**config.mk**
```make
export PLATFORM = sky130hd
export DESIGN_NAME = afc_band_cal
export DESIGN_NICKNAME = d
export VERILOG_FILES = /design/src/rtl/afc_cal_pkg.sv /design/src/rtl/afc_edge_sync.sv /design/src/rtl/afc_win_ctr.sv /design/src/rtl/afc_sar.sv /design/src/rtl/afc_band_cal.sv
export SDC_FILE = /design/constraint.sdc
export NUM_CORES = 1
export LEC_CHECK = 0
export CAP_MARGIN = 0
export CORE_MARGIN = 2
export CORE_UTILIZATION = 40
export DETAILED_ROUTE_END_ITERATION = 10
export PLACE_DENSITY = 0.56
export SLEW_MARGIN = 40
export SYNTH_ARGS = -nofsm -noshare
export SYNTH_HDL_FRONTEND = slang
export SYNTH_HIERARCHICAL = 1
export SYNTH_SLANG_ARGS = --single-unit
```
**constraint.sdc**
```tcl
create_clock -name clk -period 2.7 [get_ports clk]
set_input_delay 0.81 -clock clk [delete_from_list [all_inputs] [get_ports clk]]
set_output_delay 0.81 -clock clk [all_outputs]
set_load 0.01 [all_outputs]
```
**src/rtl/afc_cal_pkg.sv**
```systemverilog
package afc_cal_pkg;

    typedef enum logic [2:0] {
        ST_IDLE   = 3'd0,
        ST_SETTLE = 3'd1,
        ST_COUNT  = 3'd2,
        ST_DECIDE = 3'd3,
        ST_DONE   = 3'd4
    } cal_state_e;

    typedef enum logic [1:0] {
        RATE_X1     = 2'd0,
        RATE_X2     = 2'd1,
        RATE_X4     = 2'd2,
        RATE_X4_ALT = 2'd3
    } win_rate_e;

    // Control bundle from the sequencer to the window counter
    typedef struct packed {
        logic tmr_clr;
        logic cnt_clr;
        logic tick_en;
        logic cnt_en;
    } win_ctl_t;

    // Left shift applied to the window count for a given clock multiple
    function automatic logic [1:0] rate_shift(input logic [1:0] sel);
        case (sel)
            RATE_X1: rate_shift = 2'd0;
            RATE_X2: rate_shift = 2'd1;
            default: rate_shift = 2'd2;
        endcase
    endfunction

    function automatic logic is_busy(input cal_state_e st);
        is_busy = (st == ST_SETTLE) || (st == ST_COUNT) || (st == ST_DECIDE);
    endfunction

endpackage

```
**src/rtl/afc_edge_sync.sv**
```systemverilog
module afc_edge_sync #(
    parameter int STAGES = 2
) (
    input  logic clk,
    input  logic rst,
    input  logic din,
    output logic rise_o
);

    logic [STAGES-1:0] sync_q;
    logic              prev_q;

    generate
        if (STAGES == 1) begin : g_one
            always_ff @(posedge clk) begin
                if (rst) sync_q <= '0;
                else     sync_q <= din;
            end
        end else begin : g_chain
            always_ff @(posedge clk) begin
                if (rst) sync_q <= '0;
                else     sync_q <= {sync_q[STAGES-2:0], din};
            end
        end
    endgenerate

    always_ff @(posedge clk) begin
        if (rst) prev_q <= 1'b0;
        else     prev_q <= sync_q[STAGES-1];
    end

    assign rise_o = sync_q[STAGES-1] & ~prev_q;

    // A rising edge needs a low sample between two reports (R10 counting basis)
    p_single_rise_r10: assert property (@(posedge clk) disable iff (rst)
        rise_o |=> !rise_o);

endmodule

```
**src/rtl/afc_win_ctr.sv**
```systemverilog
module afc_win_ctr
    import afc_cal_pkg::*;
#(
    parameter int TMR_W = 10,
    parameter int CNT_W = 11
) (
    input  logic             clk,
    input  logic             rst,
    input  win_ctl_t         ctl,
    input  logic             rise_i,
    input  logic [TMR_W-1:0] limit_i,
    output logic             last_o,
    output logic [CNT_W-1:0] count_o
);

    localparam logic [CNT_W-1:0] CNT_MAX = {CNT_W{1'b1}};

    logic [TMR_W-1:0] tmr_q;
    logic [CNT_W-1:0] cnt_q;

    always_ff @(posedge clk) begin
        if (rst || ctl.tmr_clr) tmr_q <= '0;
        else if (ctl.tick_en)   tmr_q <= tmr_q + 1'b1;
    end

    always_ff @(posedge clk) begin
        if (rst || ctl.cnt_clr)                        cnt_q <= '0;
        else if (ctl.cnt_en && rise_i && cnt_q != CNT_MAX) cnt_q <= cnt_q + 1'b1;
    end

    assign last_o  = (tmr_q == limit_i);
    assign count_o = cnt_q;

    // Timer never runs past the interval end it was given
    p_timer_in_range_r6: assert property (@(posedge clk) disable iff (rst)
        ctl.tick_en |-> (tmr_q <= limit_i));

    // Each counted edge adds exactly one
    p_count_step_r3: assert property (@(posedge clk) disable iff (rst)
        (!ctl.cnt_clr && ctl.cnt_en && rise_i && cnt_q != CNT_MAX)
        |=> (cnt_q == $past(cnt_q) + 1'b1));

    // Nothing is counted outside a counting window
    p_no_count_idle_r10: assert property (@(posedge clk) disable iff (rst)
        (!ctl.cnt_clr && !ctl.cnt_en) |=> $stable(cnt_q));

endmodule

```
**src/rtl/afc_sar.sv**
```systemverilog
module afc_sar #(
    parameter int K = 8
) (
    input  logic         clk,
    input  logic         rst,
    input  logic         load_i,
    input  logic         step_i,
    input  logic         keep_i,
    output logic [K-1:0] code_o,
    output logic         last_o
);

    localparam int          IDX_W   = (K > 1) ? $clog2(K) : 1;
    localparam logic [K-1:0] MID    = {1'b1, {(K-1){1'b0}}};
    localparam logic [IDX_W-1:0] TOP_IDX = IDX_W'(K-1);

    logic [K-1:0]     code_q, code_n;
    logic [IDX_W-1:0] idx_q;

    always_comb begin
        code_n = code_q;
        if (!keep_i)
            code_n[idx_q] = 1'b0;
        if (idx_q != '0)
            code_n[idx_q - 1'b1] = 1'b1;
    end

    always_ff @(posedge clk) begin
        if (rst || load_i) begin
            code_q <= MID;
            idx_q  <= TOP_IDX;
        end else if (step_i) begin
            code_q <= code_n;
            if (idx_q != '0)
                idx_q <= idx_q - 1'b1;
        end
    end

    assign code_o = code_q;
    assign last_o = (idx_q == '0);

    // Bits not yet tested stay clear
    p_untested_zero_r3: assert property (@(posedge clk) disable iff (rst)
        (code_q & ((K'(1) << idx_q) - K'(1))) == '0);

    // Bits above the tested one never change on a step
    p_upper_frozen_r3: assert property (@(posedge clk) disable iff (rst)
        (step_i && !load_i && idx_q != TOP_IDX)
        |=> ((code_q >> ($past(idx_q) + 1'b1)) == ($past(code_q) >> ($past(idx_q) + 1'b1))));

endmodule

```
**src/rtl/afc_band_cal.sv**
```systemverilog
module afc_band_cal
    import afc_cal_pkg::*;
#(
    parameter int K           = 8,
    parameter int TGT_W       = 12,
    parameter int WIN_BASE    = 1024,
    parameter int SETTLE_CYC  = 6,
    parameter int SYNC_STAGES = 2
) (
    input  logic             clk,
    input  logic             rst,
    input  logic             cal_start,
    input  logic [TGT_W-1:0] target_count,
    input  logic [1:0]       rate_sel,
    input  logic             vco_div_in,
    output logic [K-1:0]     band_code,
    output logic             pll_loop_en,
    output logic             cal_done
);

    localparam int TMR_W = $clog2(WIN_BASE);
    localparam int CNT_W = $clog2(WIN_BASE + 1);
    localparam int SCL_W = CNT_W + 2;
    localparam int CMP_W = (SCL_W > TGT_W) ? SCL_W : TGT_W;
    localparam logic [K-1:0]     MID        = {1'b1, {(K-1){1'b0}}};
    localparam logic [TMR_W-1:0] SETTLE_LST = TMR_W'(SETTLE_CYC - 1);

    cal_state_e        state_q;
    logic [1:0]        shift_q;
    logic [TGT_W-1:0]  tgt_q;
    logic              done_q, loop_q;

    logic              rise;
    logic              last;
    logic [CNT_W-1:0]  count;
    logic [TMR_W-1:0]  limit;
    logic [TMR_W:0]    win_len;
    logic [SCL_W-1:0]  scaled;
    logic              keep;
    logic              sar_last;
    win_ctl_t          ctl;

    afc_edge_sync #(.STAGES(SYNC_STAGES)) u_sync (
        .clk    (clk),
        .rst    (rst),
        .din    (vco_div_in),
        .rise_o (rise)
    );

    // Interval length: settle phase or the rate-scaled window
    always_comb begin
        win_len = (TMR_W+1)'(WIN_BASE) >> shift_q;
        if (state_q == ST_SETTLE) limit = SETTLE_LST;
        else                      limit = TMR_W'(win_len - 1'b1);
    end

    always_comb begin
        ctl.tick_en = (state_q == ST_SETTLE) || (state_q == ST_COUNT);
        ctl.cnt_en  = (state_q == ST_COUNT);
        ctl.cnt_clr = cal_start || (state_q == ST_DECIDE);
        ctl.tmr_clr = cal_start || (state_q == ST_DECIDE) ||
                      (ctl.tick_en && last);
    end

    afc_win_ctr #(.TMR_W(TMR_W), .CNT_W(CNT_W)) u_win (
        .clk     (clk),
        .rst     (rst),
        .ctl     (ctl),
        .rise_i  (rise),
        .limit_i (limit),
        .last_o  (last),
        .count_o (count)
    );

    always_comb begin
        scaled = SCL_W'(count) << shift_q;
        keep   = CMP_W'(scaled) < CMP_W'(tgt_q);
    end

    afc_sar #(.K(K)) u_sar (
        .clk    (clk),
        .rst    (rst),
        .load_i (cal_start),
        .step_i (state_q == ST_DECIDE && !cal_start),
        .keep_i (keep),
        .code_o (band_code),
        .last_o (sar_last)
    );

    always_ff @(posedge clk) begin
        if (rst) begin
            state_q <= ST_IDLE;
            shift_q <= 2'd0;
            tgt_q   <= '0;
            done_q  <= 1'b0;
            loop_q  <= 1'b0;
        end else if (cal_start) begin
            state_q <= ST_SETTLE;
            shift_q <= rate_shift(rate_sel);
            tgt_q   <= target_count;
            done_q  <= 1'b0;
            loop_q  <= 1'b0;
        end else begin
            case (state_q)
                ST_SETTLE: if (last) state_q <= ST_COUNT;
                ST_COUNT:  if (last) state_q <= ST_DECIDE;
                ST_DECIDE: begin
                    if (sar_last) begin
                        state_q <= ST_DONE;
                        done_q  <= 1'b1;
                        loop_q  <= 1'b1;
                    end else begin
                        state_q <= ST_SETTLE;
                    end
                end
                default: state_q <= state_q;
            endcase
        end
    end

    assign cal_done    = done_q;
    assign pll_loop_en = loop_q;

    p_start_clears_r2: assert property (@(posedge clk) disable iff (rst)
        cal_start |=> (!cal_done && !pll_loop_en && band_code == MID));

    p_restart_r8: assert property (@(posedge clk) disable iff (rst)
        (cal_start && is_busy(state_q)) |=> (state_q == ST_SETTLE));

    p_loop_low_busy_r5: assert property (@(posedge clk) disable iff (rst)
        is_busy(state_q) |-> (!pll_loop_en && !cal_done));

    p_done_after_decide_r5: assert property (@(posedge clk) disable iff (rst)
        $rose(cal_done) |-> ($past(state_q) == ST_DECIDE && pll_loop_en));

    p_hold_after_done_r9: assert property (@(posedge clk) disable iff (rst)
        (cal_done && !cal_start) |=> ($stable(band_code) && cal_done && pll_loop_en));

endmodule

```
== Yosys cells after proc, flatten, opt, wreduce, memory -nomap -nowiden ==
Cells that the tools add are included.

* Output and inout port bits: 10
* Word-level logic and storage cells: 73
* Register bits: 53
* Bits of input ports: 18

* Equality and inequality tests: 10
* Bitwise operators: 5
* Shift-type cells: 2
* Add/subtract/negate cells: 4
* Reductions and logical operators: 23
* Order comparisons: 5
* Muxes and demuxes: 13

{| class="wikitable"
|+ Operators with widths
! kind !! number
|-
| $mux W8 || 2
|-
| $lt A13 B12 Y1 || 1
|-
| $shl A11 B2 Y13 || 1
|-
| $add A11 B1 Y11 const B || 1
|-
| $ne A11 B11 Y1 const B || 1
|-
| $shr A11 B2 Y10 const A || 1
|-
| $add A10 B1 Y10 const B || 1
|-
| $eq A10 B10 Y1 || 1
|-
| $mux W10 || 1
|-
| $sub A10 B1 Y10 const B || 1
|-
| $mux W3 || 3
|-
| $pmux W3 S3 || 1
|-
| $and A8 B8 Y8 || 1
|-
| $lt A3 B4 Y1 const B || 2
|-
| $not A8 Y8 || 1
|-
| $or A8 B8 Y8 || 1
|-
| $demux W1 S3 || 2
|-
| $eq A3 B2 Y1 const B || 2
|-
| $ge A3 B1 Y1 const B || 2
|-
| $logic_and A1 B1 Y1 || 6
|-
| $logic_or A1 B1 Y1 || 6
|-
| $ne A3 B3 Y1 const B || 2
|-
| $reduce_and A3 Y1 || 2
|-
| $reduce_bool A3 Y1 || 2
|-
| 14 further kinds || 18
|}

== Logic depth before layout (Yosys ltp) ==
Gate-level depths: netlist (run 1).

* Word-level depth: 9
* Mapped depth: 12
* Gate-level depth less buffers: 11

== By module ==
Netlist (run 1), hierarchy kept.

{| class="wikitable"
|+ Modules (own cells, without submodules)
! module !! area each (um^2) !! cells each !! times used !! seq. area each (um^2)
|-
| afc_band_cal || 1300.0 || 150 || 1 || 360.3
|-
| afc_win_ctr || 1104.8 || 128 || 1 || 420.4
|-
| afc_sar || 591.8 || 65 || 1 || 220.2
|-
| afc_edge_sync || 87.6 || 7 || 1 || 60.1
|}

== Worst setup path before layout (run 1) ==
Ideal clock, no wire load.

* Path type: register -> register
* Start point: register state_q[0]
* End point: register u_win.tmr_q[0]
* Library setup time: 0.128 ns
* Cell stages (with the launch flop): 13
* Clock period less this slack: 2.413 ns
* Buffers on the path: 2
* Data arrival time: 2.285 ns
* Required time: 2.572 ns
* Path slack: 0.287 ns
* Cells stage by stage: dfxtp_1 -> buf_2 -> nand2b_1 -> nor2_1 -> inv_1 -> xnor2_1 -> nand4_1 -> nor4_1 -> maj3_2 -> a21o_1 -> or2_2 -> clkbuf_1 -> nor2_1

{| class="wikitable"
|+ RTL lines
! element !! RTL line !! RTL
|-
| from (decl) || afc_band_cal.sv:28 || <nowiki>cal_state_e state_q;</nowiki>
|-
| from (signal assigned) || afc_band_cal.sv:116 || <nowiki>default: state_q <= state_q;</nowiki>
|-
| to (signal assigned) || afc_win_ctr.sv:23 || <nowiki>else if (ctl.tick_en) tmr_q <= tmr_q + 1'b1;</nowiki>
|-
| to (decl) || afc_win_ctr.sv:18 || <nowiki>logic [TMR_W-1:0] tmr_q;</nowiki>
|}

== Final worst setup path (run 1) ==
* Start point: register shift_q[0]
* End point: register u_sar.code_q[5], in the netlist u_sar/code_o[5]

* Longest elaborated chain between the ends: 5

{| class="wikitable"
|+ Ends and longest elaborated chain
! element !! RTL line !! RTL
|-
| from (decl) || afc_band_cal.sv:29 || <nowiki>logic [1:0] shift_q;</nowiki>
|-
| from (signal assigned) || afc_band_cal.sv:99 || <nowiki>shift_q <= rate_shift(rate_sel);</nowiki>
|-
| $shl A11 B2 Y13 * || afc_band_cal.sv:76 || <nowiki>scaled = SCL_W'(count) << shift_q;</nowiki>
|-
| $lt A13 B12 Y1 * || afc_band_cal.sv:77 || <nowiki>keep = CMP_W'(scaled) < CMP_W'(tgt_q);</nowiki>
|-
| named net keep || afc_band_cal.sv:39 || <nowiki>logic keep;</nowiki>
|-
| $mux W8 * || afc_sar.sv:22 || <nowiki>if (!keep_i)</nowiki>
|-
| $or A8 B8 Y8 (no source line) || -- ||
|-
| $mux W8 * || afc_sar.sv:24 || <nowiki>if (idx_q != '0)</nowiki>
|-
| to (signal assigned) || afc_sar.sv:33 || <nowiki>code_q <= code_n;</nowiki>
|-
| to (decl) || afc_sar.sv:17 || <nowiki>logic [K-1:0] code_q, code_n;</nowiki>
|}

Mark *: on every way through the listed nets, which the timed path passes. The rest lies on a longest branch.
A chain may end at the register's enable or synchronous reset.

==> out/results.ini, run 1 <==
[timing]
worst_slew_pin_slew_ns=0.695
rsz0062_at_grt=yes
slew_violations=0
timing.fmax_mhz=393
fin_crit_sh_pct=94.3
hold_viol_final=0
finalClockSkew_ns=0.00677
period_minus_slack_ns=2.55
setup_viol=0
fin_ws_ns=0.155
slew_headroom_pct=53.5

[logic_synthesis]
ys_top_cells_by_area=dfxtp_1 (34%), mux2i_1 (7.5%), ha_1 (6.1%)
synth_area_um2=3080
synth_top_area_share_pct=34.4
synth_cells=350
synth_area_per_cell_um2=8.81
yosys_warnings=6
synth_top_cell_by_area=dfxtp_1
yosysSeqAreaShare_pct=34.4
synth_enable_flop_cells=0
ys.flop_type=dfxtp_1
yosysMostFrequentCell=dfxtp_1
synthTopCellsByCount=dfxtp_1 (53), nor2_1 (36), mux2i_1 (23), nand2_1 (21)
synth-seq-cells=53
async_flop_share_pct=0
synth_cell_types=55

[setup_path]
criticalPathCategory=reg -> reg
cp.required_ns=2.91
cp_top_family=simple AND/OR/NAND/NOR gates
cpMostUsedCell=nand3b_1
critPathArrivalTime_ns=2.76
crit_path_max_fanout=9
cp_num_buf_inv=1
slowest_delay_ns=0.40
start_kind=flip-flop
startpoint=shift_q[0]
rrSetupSlack_ns=0.15
worstReg2RegStart=shift_q[0]
crit_slowest_cell=dfxtp_4
path_cells=buf_6, mux2_2, nand2_1, o21ai_0, ha_1, nand3_1, a311oi_2, nor3_2, nand3b_1, nand3b_1, a32o_1
cp-end-kind=flip-flop

[routing]
initialDrtViolationCount=96
ant_nets=0
drc=0
wl_per_cell_um=12.9
num_vias=2508
routed_via_density=5.19
drt_pass1_iterations=4
routed_wirelength_um=6250

[place]
place_congestion=0.790
dpl-instance-area_um2=3470
place_hpwl_um=4630
portBuffers=27
place_ws_ns=0.0501

[clock_tree]
clk_path_buf_depth=2
clockRootBuffer=clkbuf_8
path_clk_slew_ns=0.10
clk_latency_ns=0.31
cts_buffers=5
cts_tree=built
cts_hold_buf=0
htreeDepth=2
clock_sinks=53

[global_route]
grt_max_degree=17
antenna_found_initial=0
grt_usage_pct=15.7
grt_pass1_vias=2345
grt_pass1_wl_um=11000
grt_overflow=0

[worst_hold_path]
min-delay-start=u_sync/sync_q[0]
hold_class=reg -> reg

[final_layout]
nets=413
drive_above_1_share_pct=13.1
antenna_cells=0
fin_util_pct=47.8
fin_area_um2=3640
syn2layout_area_growth_pct=17.9

[floorplan]
die_y_um=91.8
ios=28
rows=32
dieArea_um2=8430
dieWidth_um=91.8
coreArea_um2=7610
initial_utilization_pct=40.5

[power_and_ir_drop]
power_leakage_uw=0.00136
power.total_uw=1540
power_density_nw_per_um2=425
vdd_drop_max_uv=162

[job]
cap_viol_max_count=0

[status]
status=completed

[worst reg2reg max path, delay by kind of cell (launching register included)]
kind	cells	cell delay, ns
adder cells (fa/ha/maj)	1	0.31
multiplexers	1	0.35
flip-flops	1	0.40
AO/OA/AOI/OAI	3	0.57
AND/OR/NAND/NOR	5	0.66
buffers and inverters	1	0.15
[per-layer routing]
layer | vias to the layer above | wire, um | global-route usage (%) | part of all wire (%)
met2 | 28 | 2710 | 24.1 | 43
met5 | - | 0 | 0 | 0
li1 | 1309 | - | - | -
met1 | 1166 | 3290 | 22.6 | 53
met4 | 0 | 65 | 4.23 | 1.0
met3 | 5 | 186 | 3.12 | 3.0
[report_power, final]
group | total (uW) | switching, uW | internal, uW
Sequential | 807 | 11.0 | 796
Clock | 570 | 269 | 302
Combinational | 167 | 82.8 | 84.4
Total | 1540 | 362 | 1180
[timing repair]
item,in CTS,in global routing
hold endpoints to repair,0,0
setup buffers,0,1
setup endpoints to repair,0,18
resized for setup,0,10
[state kept, by name, indices dropped and copies added, names as in the netlist]
signal         flops
pll_loop_en        1
shift_q            2
state_q            3
tgt_q             12
u_sar/code_o       8
u_sar/idx_q        3
u_sync/prev_q      1
u_sync/sync_q      2
u_win/count_o     11
u_win/tmr_q       10
[layout by cell type (no fill, tap or decap), drive strengths merged, types with 3 or more instances in the layout]
cell type,count
or2,4
or3,8
a21oi,20
a32o,7
mux2i,23
nand2,21
nand3b,4
nand3,9
dfxtp,53
a211oi,4
xnor2,11
o21ai,13
nor3b,3
clkbuf,6
mux2,4
nand2b,3
a21o,5
ha,15
and3,5
nand4,14
nor3,11
xor2,7
nor2,37
buf,13
clkdlybuf4s50,27
inv,21
nor2b,6
a31oi,3
[area by class of cell]
class,count,area (um^2)
Clock inverter,2,37.5
Clock buffer,6,82.6
Inverter,21,78.8
Tap cell,102,128
Fill cell,761,3970
Timing Repair Buffer,40,375
Multi-Input combinational cell,259,1870
Sequential cell,53,1070
[logic make-up (layout without fill, tap and decap cells)]
| logic type | after synthesis | count (layout) | synth area share (%) |
|---|---|---|---|
| and+or+nand+nor | 133 | 133 | 23.1 |
| other | 1 | 2 | 0.122 |
| AOI/OAI and AO/OA | 61 | 61 | 14.0 |
| buffers and inverters | 39 | 69 | 5.88 |
| xor gates and xnor gates | 18 | 18 | 5.11 |
| DFF | 53 | 53 | 34.4 |
| adders and majority gates | 16 | 16 | 6.45 |
| muxes | 29 | 29 | 10.9 |
[path summary, 6_finish.rpt]
| check | endpoint | cells past startpoint |
|---|---|---|
| min reg2reg | u_sync/sync_q[1] | 1 |
| max | u_sar/code_o[5] | 11 |
| min | u_sync/sync_q[1] | 1 |
| max reg2reg | u_sar/code_o[5] | 11 |
[metrics by stage]
stage,cells,hold slack [ns],TNS (ns)
5_1_grt,483,0.482,-0.0172
3_3_place_gp,474,0.418,0
6_report,483,0.446,0
4_1_cts,482,0.448,0
3_5_place_dp,474,0.424,0
2_1_floorplan,351,0.414,0
(Power assumes the default switching activity.)
==> run 2: changes to the inputs <==
Settings changed: MAX_ROUTING_LAYER set to met4, SYNTH_HIERARCHICAL 1 to not set.
==> out/results.ini, run 2 <==
[clock_tree]
htreeDepth=2
clk_path_buf_depth=2
cts_setup_buffers=0
clockRootBuffer=clkbuf_8
clock_sinks=53
ctsResizeCount=0
cts_buffers=5
path_clk_slew_ns=0.10
cts_tree=built
clk_latency_ns=0.31
cts_hold_buf=0

[worst_hold_path]
min-delay-start=u_sync.sync_q[0]
min_path_cells=1
hold_class=reg -> reg
hold_path_end=u_sync.sync_q[1]

[final_layout]
multi_input_area_um2=1810
syn2layout_area_growth_pct=13.5
seq_area_um2=1060
stdcell_count=471
n_fill_cell=712
layout_commonest_cell=dfxtp_1
drive_above_1_share_pct=8.06
largest_reg_flops=12
antenna_cells=0
layout_common_cells=dfxtp_1 (53), nor2_1 (45), clkdlybuf4s50_1 (27)
fin_area_um2=3480
nets=405
top_register=tgt_q

[timing]
finalClockSkew_ns=0.00923
tns_ns=0
fin_crit_sh_pct=88.9
setup_viol=0
slew_violations=0
period_minus_slack_ns=2.40
fin_ws_ns=0.299
slew_headroom_pct=64.5
rsz0062_at_grt=no
timing.fmax_mhz=417
worst_slew_pin_slew_ns=0.529
hold_viol_final=0

[logic_synthesis]
synth_area_per_cell_um2=8.67
synth_cell_types=51
yosysSeqAreaShare_pct=34.6
synth_top_cell_by_area=dfxtp_1
yosysMostFrequentCell=dfxtp_1
synthTopCellsByCount=dfxtp_1 (53), nor2_1 (45), a21oi_1 (25), mux2i_1 (21), nand2_1 (20)
synth_cells=354
synth_top_area_share_pct=34.6
ys_top_cells_by_area=dfxtp_1 (35%), mux2i_1 (6.9%), ha_1 (6.1%)
synth-seq-cells=53
ys.flop_type=dfxtp_1
async_flop_share_pct=0
yosys_warnings=0
syn-num-nets=387
synth_enable_flop_cells=0
synth_area_um2=3070

[floorplan]
ios=28
coreArea_um2=7330
dieWidth_um=91.6
initial_utilization_pct=41.9
dieArea_um2=8390
rows=31
die_y_um=91.6

[place]
place_ws_ns=0.294
place_hpwl_um=4740
dpl.cell_count=464
portBuffers=27
dpl-instance-area_um2=3390
place_congestion=0.808

[setup_path]
critPathArrivalTime_ns=2.58
crit_path_max_fanout=6
slowest_delay_ns=0.54
start_kind=flip-flop
cp_num_buf_inv=0
worstReg2RegStart=shift_q[0]
r2r_end=u_sar.code_o[1]
cp-end-kind=flip-flop
cpMostUsedCell=a21oi_1
criticalPathCategory=reg -> reg
rr_worst_depth=7
path_cells=mux4_2, ha_1, nand4_1, a21oi_1, o2111ai_1, a21oi_1, a21oi_1
crit_slowest_cell=mux4_2
cp_top_family=compound AO/OA/AOI/OAI gates
cp.required_ns=2.88
rrSetupSlack_ns=0.30

[routing]
drc=0
drt_pass1_iterations=4
wl_per_cell_um=13.7
initialDrtViolationCount=76
routed_wirelength_um=6450
ant_nets=0
num_vias=2462
routed_via_density=5.23

[power_and_ir_drop]
power_density_nw_per_um2=406
power.total_uw=1410
vdd_drop_max_uv=179
power_leakage_uw=0.00128

[global_route]
grt_max_degree=20
antenna_found_initial=0
grt_usage_pct=17.2
grt_pass1_vias=2377
grt_overflow=0
grt_pass1_wl_um=11500

[job]
cap_viol_max_count=0

[status]
status=completed

==> run 2: cell count changes after synthesis, sizes merged, moves of 6 or more <==
cell / change
nor2: +8
clkbuf: +6
or3: -6
nand4: -8
nor3b: +6
a32o: -7
==> run 2: per-stage QoR <==
stage	util [%]	hold WS [ns]
2_1_floorplan	-	0.414
3_3_place_gp	46.3	0.423
3_5_place_dp	46.3	0.451
4_1_cts	47.5	0.465
5_1_grt	47.5	0.484
6_report	47.5	0.466
==> run 2: worst register-to-register path: stages (launching register included) <==
cell       delay (ns)
dfxtp_1          0.51
mux4_2           0.55
ha_1             0.32
nand4_1          0.10
a21oi_1          0.14
o2111ai_1        0.18
a21oi_1          0.36
a21oi_1          0.12
==> run 2: logic make-up after synthesis <==
group | share of synthesized area [%]
and+or+nand+nor | 22.9
AOI/OAI and AO/OA | 13.3
DFF | 34.6
buffers and inverters | 6.48
muxes | 10.9
xor gates and xnor gates | 5.71
adders and majority gates | 6.12
==> run 2: how the worst max path moves through the flow <==
stage | end | cells past startpoint | startpoint
final | u_sar.code_o[1] | 7 | shift_q[0]
after global routing | u_sar.code_o[6] | 7 | shift_q[0]
after CTS | u_sar.code_o[6] | 7 | shift_q[0]
after detailed placement | u_sar.code_o[6] | 7 | shift_q[0]
after global placement | u_sar.code_o[6] | 7 | shift_q[0]
after floorplan | u_sar.code_o[6] | 9 | shift_q[1]
==> run 2: layer usage <==
metal | up-vias | GRT usage, % | share of wire (%)
li1 | 1280 | - | -
met1 | 1137 | 23.6 | 52
met2 | 36 | 25.9 | 43
met3 | 9 | 3.07 | 3.0
met4 | 0 | 5.43 | 1.8
met5 | - | - | 0
==> run 2: report_power, final <==
part	switching, uW	leakage (uW)	internal (uW)
Sequential	11.8	0.000431	797
Combinational	69.8	0.000805	68.8
Clock	263	0.0000433	203
==> run 2: area by class of cell <==
type	instances	share of cell area, %
multi-input cells	259	51.9
repair buffers	35	9.49
flip-flops and latches	53	30.5
well taps	99	3.56
clock inverters	1	0.216
inverters	18	1.94
clock buffers	6	2.37
==> run 3: changes to the inputs <==
Settings changed: CORE_UTILIZATION 40 to 58, PLACE_DENSITY 0.56 to 0.77, SYNTH_HIERARCHICAL set to 1.
Clock period 2.7 ns to 2.56 ns, I/O delays scaled along.
==> out/results.ini, run 3 (synthesis results as in run 1) <==
[routing]
initialDrtViolationCount=136
drc=0
drt_pass1_iterations=4
routed_wirelength_um=6790
ant_nets=0
wl_per_cell_um=14.8
num_vias=2621
routed_via_density=5.71

[timing]
finalClockSkew_ns=0.0163
tns_ns=-0.0572
slew_headroom_pct=54.2
hold_viol_final=0
fin_crit_sh_pct=101
slew_violations=0
hold_ws_ns=0.453
rsz0062_at_grt=yes
timing.fmax_mhz=386
fin_ws_ns=-0.0338
period_minus_slack_ns=2.59
worst_slew_pin_slew_ns=0.684
setup_viol=2

[setup_path]
criticalPathCategory=reg -> reg
crit_path_max_fanout=7
rr_worst_depth=11
cp-end-kind=flip-flop
path_cells=and2b_1, a211oi_2, a21oi_1, ha_1, nand4_1, a21o_1, a311oi_2, nor3_4, nand3b_1, o32a_1, o21a_1
crit_slowest_cell=dfxtp_4
slowest_delay_ns=0.42
cp.required_ns=2.78
crit_path_end=u_sar/code_o[7]
rrSetupSlack_ns=-0.03
start_kind=flip-flop
critPathArrivalTime_ns=2.82
r2r_end=u_sar/code_o[7]
worstReg2RegStart=shift_q[0]
startpoint=shift_q[0]

[place]
place_ws_ns=-0.0682
dpl-instance-area_um2=3480
place_congestion=0.826
portBuffers=27
place_hpwl_um=4810

[clock_tree]
clockRootBuffer=clkbuf_8
clk_latency_ns=0.31
cts_tree=built
clk_path_buf_depth=2
htreeDepth=2
clock_sinks=53
path_clk_slew_ns=0.11
cts_buffers=5
cts_hold_buf=0

[floorplan]
initial_utilization_pct=60.4
ios=28
dieArea_um2=5920
rows=26
dieWidth_um=76.9
die_y_um=76.9
coreArea_um2=5110

[final_layout]
antenna_cells=0
largest_reg_flops=12
syn2layout_area_growth_pct=20.4
top_register=tgt_q
layout_common_cells=dfxtp_1 (51), nor2_1 (34), clkdlybuf4s50_1 (27)
layout_commonest_cell=dfxtp_1
fin_area_um2=3710
nets=421
drive_above_1_share_pct=17.2

[global_route]
grt_pass1_wl_um=11200
grt_overflow=0
grt_pass1_vias=2493
grt_usage_pct=23.6
antenna_found_initial=0
grt_max_degree=20

[job]
cap_viol_max_count=0

[power_and_ir_drop]
power.total_uw=1630
power_leakage_uw=0.00141
vdd_drop_max_uv=300
power_density_nw_per_um2=439

[status]
violations=negative setup slack
status=finished, violations left

[worst_hold_path]
hold_class=reg -> reg

-- run 3: area by class of cell --
class	instances	area [um^2]
well taps	70	87.6
multi-input cells	259	1910
inverters	21	78.8
clock buffers	5	68.8
repair buffers	48	458
clock inverters	3	46.3
fillers	431	1390
flip-flops and latches	53	1070
-- run 3: worst min path at each step --
stage | cells past startpoint | slack, ns | to | startpoint
detailed placement | 1 | 0.44 | u_sync/sync_q[1] | u_sync/sync_q[0]
CTS | 1 | 0.46 | u_sync/sync_q[1] | u_sync/sync_q[0]
global placement | 1 | 0.42 | u_sync/sync_q[1] | u_sync/sync_q[0]
finish | 1 | 0.45 | u_sync/sync_q[1] | u_sync/sync_q[0]
global route | 1 | 0.47 | u_sync/sync_q[1] | u_sync/sync_q[0]
floorplan | 1 | 0.41 | u_sync/sync_q[1] | u_sync/sync_q[0]
-- run 3: worst max-delay path, delay by kind of cell, from the launching register on --
family | cells | cell delay, ns
AOI/OAI and AO/OA | 6 | 1.19
adders and majority gates | 1 | 0.31
DFF | 1 | 0.42
and+or+nand+nor | 4 | 0.58
-- run 3: timing repair --
| item | in CTS | in global routing |
|---|---|---|
| pin swaps | 3 | 20 |
| gates cloned | 0 | 1 |
| gates resized for setup | 4 | 14 |
| endpoints found under the setup margin | 8 | 18 |
| buffers inserted | 3 | 0 |
| hold endpoints to repair | 0 | 0 |
-- run 3: metal layers --
layer | GRT usage (%) | routed length [um] | vias to the layer above
met1 | 30.3 | 3230 | 1256
met2 | 38.7 | 3290 | 42
met5 | - | 0 | -
li1 | - | - | 1315
met3 | 4.35 | 204 | 8
met4 | 5.27 | 55 | 0
-- run 3: report_power, final --
group | switching [uW] | leakage, uW | total, uW | internal, uW
Sequential | 13.7 | 0.000432 | 854 | 840
Clock | 290 | 0.0000543 | 583 | 293
Combinational | 95.3 | 0.000927 | 195 | 99.5
Total | 399 | 0.00141 | 1630 | 1230
-- run 3: metrics by stage --
step | utilization [%] | cells
after floorplan | - | 351
after global placement | 68.2 | 447
after detailed placement | 68.2 | 447
after CTS | 71.2 | 458
after global routing | 72.7 | 459
final | 72.7 | 459
